### src/rtl/mq_pkg.sv
package mq_pkg;
   typedef enum logic {
      MQ_WRITE = 1'b0,
      MQ_READ  = 1'b1
   } mq_dir_e;
endpackage

### src/rtl/mq_fifo.sv
module mq_fifo #(
   parameter int WIDTH = 8,
   parameter int DEPTH = 4
) (
   input  logic             clk,
   input  logic             rst_n,
   input  logic             push,
   input  logic             pop,
   input  logic [WIDTH-1:0] din,
   output logic [WIDTH-1:0] dout,
   output logic             empty,
   output logic             full
);
   localparam int PTR_W = (DEPTH > 1) ? $clog2(DEPTH) : 1;
   localparam int CNT_W = $clog2(DEPTH + 1);
   localparam logic [PTR_W-1:0] PTR_LAST = PTR_W'(DEPTH - 1);
   localparam logic [CNT_W-1:0] CNT_FULL = CNT_W'(DEPTH);

   initial begin
      assert (DEPTH >= 2) else $error("mq_fifo: DEPTH must be at least 2");
      assert (WIDTH >= 1) else $error("mq_fifo: WIDTH must be positive");
   end

   logic [WIDTH-1:0] slot [DEPTH];
   logic [PTR_W-1:0] wr_ptr, rd_ptr, wr_nxt, rd_nxt;
   logic [CNT_W-1:0] count;

   // Pointer advance: free wrap for power-of-two depths, explicit wrap otherwise.
   generate
      if ((DEPTH & (DEPTH - 1)) == 0) begin : g_pow2
         assign wr_nxt = wr_ptr + PTR_W'(1);
         assign rd_nxt = rd_ptr + PTR_W'(1);
      end else begin : g_mod
         assign wr_nxt = (wr_ptr == PTR_LAST) ? '0 : wr_ptr + PTR_W'(1);
         assign rd_nxt = (rd_ptr == PTR_LAST) ? '0 : rd_ptr + PTR_W'(1);
      end
   endgenerate

   always_ff @(posedge clk) begin
      if (!rst_n) begin
         wr_ptr <= '0;
         rd_ptr <= '0;
         count  <= '0;
      end else begin
         if (push) wr_ptr <= wr_nxt;
         if (pop)  rd_ptr <= rd_nxt;
         case ({push, pop})
            2'b10:   count <= count + CNT_W'(1);
            2'b01:   count <= count - CNT_W'(1);
            default: count <= count;
         endcase
      end
   end

   always_ff @(posedge clk) begin
      if (push) slot[wr_ptr] <= din;
   end

   assign dout  = slot[rd_ptr];
   assign empty = (count == '0);
   assign full  = (count == CNT_FULL);

   // storage never written past capacity
   p_no_overflow_r2: assert property (@(posedge clk) disable iff (!rst_n)
      push |-> (!full || pop));
   p_count_range_r2: assert property (@(posedge clk) disable iff (!rst_n)
      count <= CNT_FULL);
   // only a held entry is ever sent to memory
   p_no_underflow_r5: assert property (@(posedge clk) disable iff (!rst_n)
      pop |-> !empty);
endmodule

### src/rtl/mq_wb_stage.sv
module mq_wb_stage #(
   parameter int TAG_W  = 5,
   parameter int DATA_W = 16
) (
   input  logic              clk,
   input  logic              rst_n,
   input  logic              issue,
   input  logic              issue_load,
   input  logic [TAG_W-1:0]  issue_tag,
   input  logic [DATA_W-1:0] mem_rdata,
   output logic              wb_valid,
   output logic              wb_is_load,
   output logic [TAG_W-1:0]  wb_tag,
   output logic [DATA_W-1:0] wb_data
);
   initial begin
      assert (TAG_W >= 1) else $error("mq_wb_stage: TAG_W must be positive");
      assert (DATA_W >= 1) else $error("mq_wb_stage: DATA_W must be positive");
   end

   logic              pend_v;
   logic              pend_load;
   logic [TAG_W-1:0]  pend_tag;

   always_ff @(posedge clk) begin
      if (!rst_n) begin
         pend_v    <= 1'b0;
         pend_load <= 1'b0;
         pend_tag  <= '0;
      end else begin
         pend_v <= issue;
         if (issue) begin
            pend_load <= issue_load;
            pend_tag  <= issue_tag;
         end
      end
   end

   assign wb_valid   = pend_v;
   assign wb_is_load = pend_v & pend_load;
   assign wb_tag     = pend_tag;
   assign wb_data    = (pend_v && pend_load) ? mem_rdata : '0;
endmodule

### src/rtl/mem_order_queue.sv
module mem_order_queue
   import mq_pkg::*;
#(
   parameter int ADDR_W = 16,
   parameter int DATA_W = 16,
   parameter int TAG_W  = 5,
   parameter int DEPTH  = 4
) (
   input  logic              clk,
   input  logic              rst_n,
   input  logic              enq_valid,
   output logic              enq_ready,
   input  logic [ADDR_W-1:0] enq_addr,
   input  logic              enq_is_read,
   input  logic [DATA_W-1:0] enq_wdata,
   input  logic [TAG_W-1:0]  enq_tag,
   output logic              mem_req,
   input  logic              mem_gnt,
   output logic              mem_we,
   output logic [ADDR_W-1:0] mem_addr,
   output logic [DATA_W-1:0] mem_wdata,
   input  logic [DATA_W-1:0] mem_rdata,
   output logic              wb_valid,
   output logic              wb_is_load,
   output logic [TAG_W-1:0]  wb_tag,
   output logic [DATA_W-1:0] wb_data
);
   localparam int DATA_LSB = ADDR_W;
   localparam int DIR_BIT  = ADDR_W + DATA_W;
   localparam int TAG_LSB  = DIR_BIT + 1;
   localparam int ENTRY_W  = TAG_LSB + TAG_W;

   initial begin
      assert (ADDR_W >= 1) else $error("mem_order_queue: ADDR_W must be positive");
      assert (DEPTH >= 2)  else $error("mem_order_queue: DEPTH must be at least 2");
   end

   logic [ENTRY_W-1:0] in_entry, head;
   logic               q_empty, q_full;
   logic               issue, push;
   mq_dir_e            head_dir;
   logic [TAG_W-1:0]   head_tag;

   assign in_entry = {enq_tag, enq_is_read, enq_wdata, enq_addr};

   assign issue     = !q_empty && mem_gnt;
   assign enq_ready = !q_full || issue;
   assign push      = enq_valid && enq_ready;

   mq_fifo #(.WIDTH(ENTRY_W), .DEPTH(DEPTH)) u_fifo (
      .clk   (clk),
      .rst_n (rst_n),
      .push  (push),
      .pop   (issue),
      .din   (in_entry),
      .dout  (head),
      .empty (q_empty),
      .full  (q_full)
   );

   assign head_dir  = mq_dir_e'(head[DIR_BIT]);
   assign head_tag  = head[TAG_LSB +: TAG_W];
   assign mem_req   = !q_empty;
   assign mem_we    = (head_dir == MQ_WRITE);
   assign mem_addr  = head[ADDR_W-1:0];
   assign mem_wdata = head[DATA_LSB +: DATA_W];

   mq_wb_stage #(.TAG_W(TAG_W), .DATA_W(DATA_W)) u_wb (
      .clk        (clk),
      .rst_n      (rst_n),
      .issue      (issue),
      .issue_load (head_dir == MQ_READ),
      .issue_tag  (head_tag),
      .mem_rdata  (mem_rdata),
      .wb_valid   (wb_valid),
      .wb_is_load (wb_is_load),
      .wb_tag     (wb_tag),
      .wb_data    (wb_data)
   );

   // a refused offer only happens while memory holds back the head
   p_refuse_busy_r2: assert property (@(posedge clk) disable iff (!rst_n)
      !enq_ready |-> (mem_req && !mem_gnt));
   // an accepted operation is requested on the next cycle
   p_accept_req_r5: assert property (@(posedge clk) disable iff (!rst_n)
      (enq_valid && enq_ready) |=> mem_req);
   // grant is followed by a writeback with the granted tag
   p_wb_tag_r6: assert property (@(posedge clk) disable iff (!rst_n)
      (mem_req && mem_gnt) |=> (wb_valid && wb_tag == $past(head_tag)));
   p_wb_idle_r6: assert property (@(posedge clk) disable iff (!rst_n)
      !(mem_req && mem_gnt) |=> !wb_valid);
   // writeback kind follows the granted access direction
   p_wb_kind_r7: assert property (@(posedge clk) disable iff (!rst_n)
      (mem_req && mem_gnt) |=> (wb_is_load == !$past(mem_we)));
   // a stalled request is held unchanged
   p_hold_r9: assert property (@(posedge clk) disable iff (!rst_n)
      (mem_req && !mem_gnt) |=> (mem_req && $stable(mem_addr)
                                 && $stable(mem_we) && $stable(mem_wdata)));
endmodule

### config.mk
export PLATFORM = sky130hd
export DESIGN_NAME = mem_order_queue
export DESIGN_NICKNAME = d
export VERILOG_FILES = /design/src/rtl/mq_pkg.sv /design/src/rtl/mq_fifo.sv /design/src/rtl/mq_wb_stage.sv /design/src/rtl/mem_order_queue.sv
export SDC_FILE = /design/constraint.sdc
export NUM_CORES = 1
export LEC_CHECK = 0
export ABC_AREA = 1
export BUFFER_PORTS_ARGS = -buffer_cell sky130_fd_sc_hd__buf_4
export CORE_MARGIN = 1.5
export CORE_UTILIZATION = 55
export CTS_CLUSTER_SIZE = 14
export DETAILED_ROUTE_END_ITERATION = 7
export GPL_TIMING_DRIVEN = 1
export PLACE_DENSITY = 0.82
export SYNTH_ARGS = -nofsm -noshare
export SYNTH_HDL_FRONTEND = slang
export SYNTH_SLANG_ARGS = --single-unit
### constraint.sdc
create_clock -name clk -period 3.6 [get_ports clk]
set_input_delay 0.36 -clock clk [delete_from_list [all_inputs] [get_ports clk]]
set_output_delay 0.36 -clock clk [all_outputs]
set_load 0.01 [all_outputs]
==> results of run 1 <==
[layer usage]
metal	vias up	routed length [microns]	GRT usage, %	part of all wire [%]
li1	2018	-	-	-
met1	2071	5420	25.9	42
met2	155	6610	35.1	51
met3	10	878	7.01	6.7
met4	0	108	8.33	0.83
met5	-	0	0	0
[placed cells by master (no fill, tap or decap)]
cell | synthesis | layout
edfxtp_1 | 152 | 152
buf_4 | 33 | 119
nor2_1 | 111 | 107
o21ai_0 | 78 | 78
o22ai_1 | 32 | 32
inv_1 | 31 | 31
clkbuf_16 | 0 | 17
dfxtp_1 | 16 | 15
nand2_1 | 11 | 11
a21oi_1 | 8 | 8
o21ai_1 | 6 | 6
nand3_1 | 6 | 6
nor2_4 | 1 | 5
a31oi_1 | 5 | 5
clkinv_2 | 0 | 5
ha_1 | 4 | 4
inv_2 | 3 | 3
clkinvlp_4 | 0 | 3
bufinv_16 | 0 | 3
nand2_2 | 2 | 2
nor2_2 | 2 | 2
clkinv_4 | 0 | 2
clkinv_1 | 1 | 1
nand3b_2 | 1 | 1
nand2_4 | 1 | 1
a21oi_4 | 1 | 1
o21ai_2 | 1 | 1
fa_1 | 1 | 1
dfxtp_2 | 0 | 1
clkbuf_8 | 0 | 1
clkbuf_1 | 11 | 1
[worst register-to-register path, delay by kind of cell, from the launching register on]
family | cells | cell delay, ps
and+or+nand+nor | 1 | 370
AOI/OAI and AO/OA | 2 | 330
DFF | 1 | 310
buffers and inverters | 2 | 1340
[synth_stat cells (2+ instances only)]
| cell | instances | area (sq um) |
|---|---|---|
| inv_1 | 31 | 116 |
| o21ai_0 | 78 | 390 |
| edfxtp_1 | 152 | 4560 |
| o22ai_1 | 32 | 200 |
| nand3_1 | 6 | 30.0 |
| a21oi_1 | 8 | 40.0 |
| clkbuf_1 | 11 | 41.3 |
| a31oi_1 | 5 | 31.3 |
| nor2_1 | 111 | 417 |
| nor2_2 | 2 | 12.5 |
| inv_2 | 3 | 11.3 |
| nand2_1 | 11 | 41.3 |
| nand2_2 | 2 | 12.5 |
| buf_4 | 33 | 248 |
| buf_2 | 13 | 65.1 |
| o21ai_1 | 6 | 30.0 |
| ha_1 | 4 | 50.1 |
| dfxtp_1 | 16 | 320 |
[stage by stage]
step / total power [mW] / cell area (sq um) / instances
finish: 4.90 / 8060 / 772
global route: 5.10 / 8060 / 772
CTS: 4.93 / 8060 / 772
detailed placement: 3.13 / 7460 / 740
global placement: 3.10 / 7460 / 740
floorplan: 2.90 / 6720 / 532
[logic make-up (layout without fill, tap and decap cells)]
logic type	after synthesis	count (layout)	share of synthesized area (%)
flops	168	168	72.7
simple gates	135	135	8.14
compound gates	131	131	10.7
buf+inv	93	186	7.40
fa+ha+maj	5	5	1.04
[cell type report]
cell class | count | area, sq um
fillers | 851 | 3910
flip-flops and latches | 168 | 4890
multi-input cells | 271 | 1360
repair buffers | 119 | 893
clock inverters | 13 | 155
well taps | 147 | 184
inverters | 35 | 131
clock buffers | 19 | 443
[state kept, by name, indices dropped and copies added (netlist names), named ones only]
| register | count |
|---|---|
| u_fifo.slot | 152 |
| u_wb.wb_tag | 5 |
| u_wb.wb_valid | 1 |
| u_fifo.rd_ptr | 2 |
| u_fifo.wr_ptr | 2 |
| u_wb.pend_load | 1 |
| u_fifo.count | 3 |
[worst paths after layout]
| kind | from | end | depth (start not counted) |
|---|---|---|---|
| worst max-delay path | flip-flop | mem_addr[14] | 5 |
| worst min-delay path | enq_wdata[2] | u_fifo.slot[1][18] | 1 |
| worst max register to register | flip-flop | u_wb.wb_tag[1] | 5 |
| worst min register to register | u_fifo.rd_ptr[1] | u_fifo.rd_ptr[1] | 2 |
[power groups by stage]
stage	sequential (mW)	clock [mW]	combinational, mW
2_1_floorplan	2.34	0	0.560
3_3_place_gp	2.33	0	0.771
3_5_place_dp	2.34	0	0.791
4_1_cts	2.30	1.83	0.800
5_1_grt	2.31	1.92	0.876
6_report	2.30	1.81	0.790
==> results.py, run 1 <==
metrics = {
    "outcome": {
        "status": "finished, final reports clean",
    },
    "global_routing": {
        "grt_max_degree": 78,
        "antenna_found_initial": 0,
        "grt_pass1_vias": 4080,
        "grt_use_total_pct": 21.2,
        "grt_pass1_wl_mm": 20.3,
        "grt-ovfl-total": 0,
    },
    "die": {
        "dieArea_sq_um": 12900,
        "start_util_pct": 56.1,
        "fp-row-count": 40,
        "die_x_microns": 113,
        "core-area_sq_um": 12000,
        "io_pins": 116,
        "die_y_microns": 113,
    },
    "synth": {
        "ys_ff_latch": 168,
        "yosysSeqAreaShare_pct": 72.7,
        "ys_warn_count": 0,
        "synth_edf_count": 152,
        "async_reset_ff_share_pct": 0,
        "synth_area_per_cell_sq_um": 12.6,
        "syn_nets": 595,
        "synth_cells": 532,
        "ys_types": 26,
        "synthFlopType": "edfxtp_1",
        "syn_area_sq_um": 6720,
    },
    "clock_network": {
        "cts_sinks": 168,
        "clkLatencyLatePin_ps": 420,
        "cts_buffers": 17,
        "ctsHoldBuffers": 0,
        "htreeDepth": 4,
        "cts_buffer_depth": 2,
        "cts_tree": "built",
        "post_cts_buffers": 0,
        "cts_resized": 0,
        "clk_pin_slew_ps": 60,
        "root_buffer": "clkbuf_16",
    },
    "route": {
        "drc": 0,
        "finalWirelength_mm": 13.0,
        "wire_per_inst_microns": 16.9,
        "dr.pass1.iters": 4,
        "antenna_left": 0,
        "drt_iter0_drc": 353,
        "vias": 4254,
        "vias_per_cell": 5.51,
    },
    "setup_path": {
        "critPathMaxFanout": 40,
        "cpPeakStageDelay_ps": 970,
        "r2r_setup_slack_ps": 1180,
        "cp.required_ps": 3240,
        "critPathCaptureType": "output port",
        "critPathKind": "flip-flop to output port",
        "critPathMostFrequentCell": "buf_4",
        "crit_arrival_ps": 2810,
        "cp_cell_sequence": "buf_4, clkinv_1, o21ai_0, o22ai_1, buf_4",
        "crit_buf_inv": 3,
        "slowest_stage": "clkinv_1",
        "cp-start-kind": "flip-flop",
        "path_delay_family": "buffers and inverters",
    },
    "timing": {
        "setup_slack_ps": 429,
        "rsz0062_at_grt": "no",
        "timing.final.crit_share_pct": 88.1,
        "relSlewSlack_pct": 16.4,
        "hold_slack_ps": 135,
        "finalSetupViolCount": 0,
        "fin_worst_skew_ps": 13.0,
        "fmax_mhz": 315,
        "worstMarginPinSlew_ps": 1250,
        "tns_ps": 0,
        "fin_crit_ps": 3170,
        "hold_viol": 0,
        "slew_viol_final": 0,
    },
    "finish": {
        "fin_util_pct": 67.4,
        "area_delta_synth_final_pct": 20.0,
        "n_antenna_cell": 0,
        "final_layout_size_suffix_gt1_share_pct": 26.7,
        "fin_nets": 675,
    },
    "power_and_ir_drop": {
        "p_int_mw": 3.67,
        "switching_share_pct": 25.0,
        "leakage_nw": 3.06,
        "p_comb_share_pct": 16.1,
        "clkPwrFrac_pct": 37.0,
        "p_sw_mw": 1.23,
        "p_seq_share_pct": 46.9,
        "ir_worst_vdd_v": 0.000417,
        "powerDensity_nw_per_um2": 608,
    },
    "placed_design": {
        "routabilityCongestion": 0.736,
        "dp_hpwl_mm": 7.48,
        "io_buffers": 115,
        "preCtsSetupSlack_ps": 889,
    },
    "worst_hold_path": {
        "hp-class": "input port to flip-flop",
    },
    "job": {
        "cap_viol_max_count": 0,
    },
}
No activity file was read; power rests on OpenSTA's default activity.
==> run 2, diff against run 1 <==
CAP_MARGIN = 25   (was not set)
REMOVE_ABC_BUFFERS = 1   (was not set)
==> results.py, run 2 (synthesis results as in run 1) <==
metrics = {
    "timing": {
        "fin_worst_skew_ps": 5.37,
        "finalSetupViolCount": 0,
        "timing.final.crit_share_pct": 69.0,
        "setup_slack_ps": 1120,
        "rsz0062_at_grt": "no",
        "hold_viol": 0,
        "worstMarginPinSlew_ps": 870,
        "fin_crit_ps": 2480,
        "hold_slack_ps": 143,
        "tns_ps": 0,
        "slew_viol_final": 0,
        "relSlewSlack_pct": 41.9,
        "fmax_mhz": 402,
    },
    "die": {
        "start_util_pct": 56.1,
        "fp-row-count": 40,
        "dieArea_sq_um": 12900,
        "io_pins": 116,
        "core-area_sq_um": 12000,
        "die_y_microns": 113,
        "die_x_microns": 113,
    },
    "clock_network": {
        "cts_buffer_depth": 2,
        "clk_pin_slew_ps": 60,
        "cts_buffers": 17,
        "root_buffer": "clkbuf_16",
        "cts_sinks": 168,
        "ctsHoldBuffers": 0,
        "cts_resized": 0,
        "cts_tree": "built",
        "htreeDepth": 4,
        "clkLatencyLatePin_ps": 410,
        "post_cts_buffers": 0,
    },
    "finish": {
        "largest_register_ffs": 152,
        "fillers": 761,
        "fin_util_pct": 67.8,
        "final_common_cell": "edfxtp_1",
        "regArea_sq_um": 4890,
        "fin_nets": 679,
        "final_cell_mix": "152 x edfxtp_1, 119 x buf_4, 107 x nor2_1",
        "n_antenna_cell": 0,
        "stdcell_area_sq_um": 8110,
        "multi_input_area_sq_um": 1360,
        "regMostFlops": "u_fifo.slot",
        "area_delta_synth_final_pct": 20.8,
        "final_layout_size_suffix_gt1_share_pct": 27.0,
    },
    "power_and_ir_drop": {
        "p_seq_share_pct": 47.8,
        "switching_share_pct": 26.4,
        "p_sw_mw": 1.27,
        "p_int_mw": 3.54,
        "clkPwrFrac_pct": 35.2,
        "powerDensity_nw_per_um2": 594,
        "ir_worst_vdd_v": 0.000415,
        "leakage_nw": 3.07,
        "p_comb_share_pct": 17.0,
    },
    "global_routing": {
        "grt_pass1_wl_mm": 21.5,
        "grt_pass1_vias": 4333,
        "grt-ovfl-total": 0,
        "antenna_found_initial": 0,
        "grt_max_degree": 78,
        "grt_use_total_pct": 21.9,
    },
    "setup_path": {
        "crit_arrival_ps": 2120,
        "cpPeakStageDelay_ps": 510,
        "r2r_setup_slack_ps": 1500,
        "reg2regPathDepth": 6,
        "cp-start-kind": "flip-flop",
        "cp.required_ps": 3240,
        "crit_path_end": "mem_wdata[11]",
        "r2r-end": "u_fifo.slot[0][19]",
        "path_delay_family": "buffers and inverters",
        "crit_buf_inv": 3,
        "path_depth": 5,
        "critPathKind": "flip-flop to output port",
        "r2r-start": "u_fifo.count[2]",
        "cp_cell_sequence": "clkinv_1, buf_16, o21ai_0, o22ai_1, buf_4",
        "critPathCaptureType": "output port",
        "slowest_stage": "clkinv_1",
        "critPathMaxFanout": 21,
    },
    "route": {
        "vias_per_cell": 5.68,
        "drc": 0,
        "dr.pass1.iters": 5,
        "wire_per_inst_microns": 17.7,
        "drt_iter0_drc": 339,
        "antenna_left": 0,
        "vias": 4406,
        "finalWirelength_mm": 13.7,
    },
    "placed_design": {
        "io_buffers": 115,
        "preCtsSetupSlack_ps": 1440,
        "dpl-instance-area_sq_um": 7550,
        "dp_hpwl_mm": 8.08,
        "routabilityCongestion": 0.746,
    },
    "worst_hold_path": {
        "hp-class": "input port to flip-flop",
    },
    "job": {
        "cap_viol_max_count": 0,
    },
    "outcome": {
        "status": "finished, final reports clean",
    },
}
==> run 2: cell count changes in the layout (fill, tap and decap cells not counted) <==
cell and change:
buf_12 +2, clkinvlp_4 +4, bufinv_16 -2, clkbuf_8 -1, clkbuf_1 +1, inv_6 +4
buf_16 +2, clkinv_2 -4, clkinv_4 -2
==> run 2: power groups by stage <==
stage               combinational [mW]  clock (mW)  sequential (mW)
finish                           0.821        1.69             2.30
global route                     0.907        1.78             2.31
CTS                              0.826        1.70             2.30
detailed placement               0.819           0             2.34
global placement                 0.772           0             2.34
floorplan                        0.371           0             2.37
==> run 2: worst min-delay path by stage <==
stage,endpoint,cells past startpoint,startpoint
2_1_floorplan,flip-flop,2,u_fifo.rd_ptr[1]
3_3_place_gp,flip-flop,2,u_fifo.rd_ptr[1]
3_5_place_dp,u_fifo.rd_ptr[1],2,u_fifo.rd_ptr[1]
4_1_cts,u_fifo.slot[3][13],1,enq_addr[13]
5_1_grt,u_fifo.slot[0][13],1,enq_addr[13]
6_report,u_fifo.slot[3][1],1,enq_addr[1]
==> run 2: routing by layer <==
metal,part of all wire (%),track usage [%],vias up
li1,-,-,2019
met1,41,27.2,2160
met3,7.1,5.47,17
met2,51,37.6,210
met4,1.1,7.92,0
met5,0,0,-
==> run 2: metrics by stage <==
stage	std cells	total power, mW
after floorplan	474	2.74
after global placement	740	3.11
after detailed placement	744	3.16
after CTS	776	4.83
after global routing	776	5.00
final	776	4.82
==> run 2: worst register-to-register path: cells and delay by family, from the launching register on <==
kind	cells	cell delay (ps)
and+or+nand+nor	4	960
buffers and inverters	2	490
DFF	1	340
==> run 2: cell type report <==
class / count / area share (%)
Sequential cell: 168 / 60.3
Multi-Input combinational cell: 271 / 16.8
Timing Repair Buffer: 123 / 12.2
Clock buffer: 19 / 5.34
Tap cell: 147 / 2.27
Inverter: 35 / 1.62
Clock inverter: 13 / 1.51
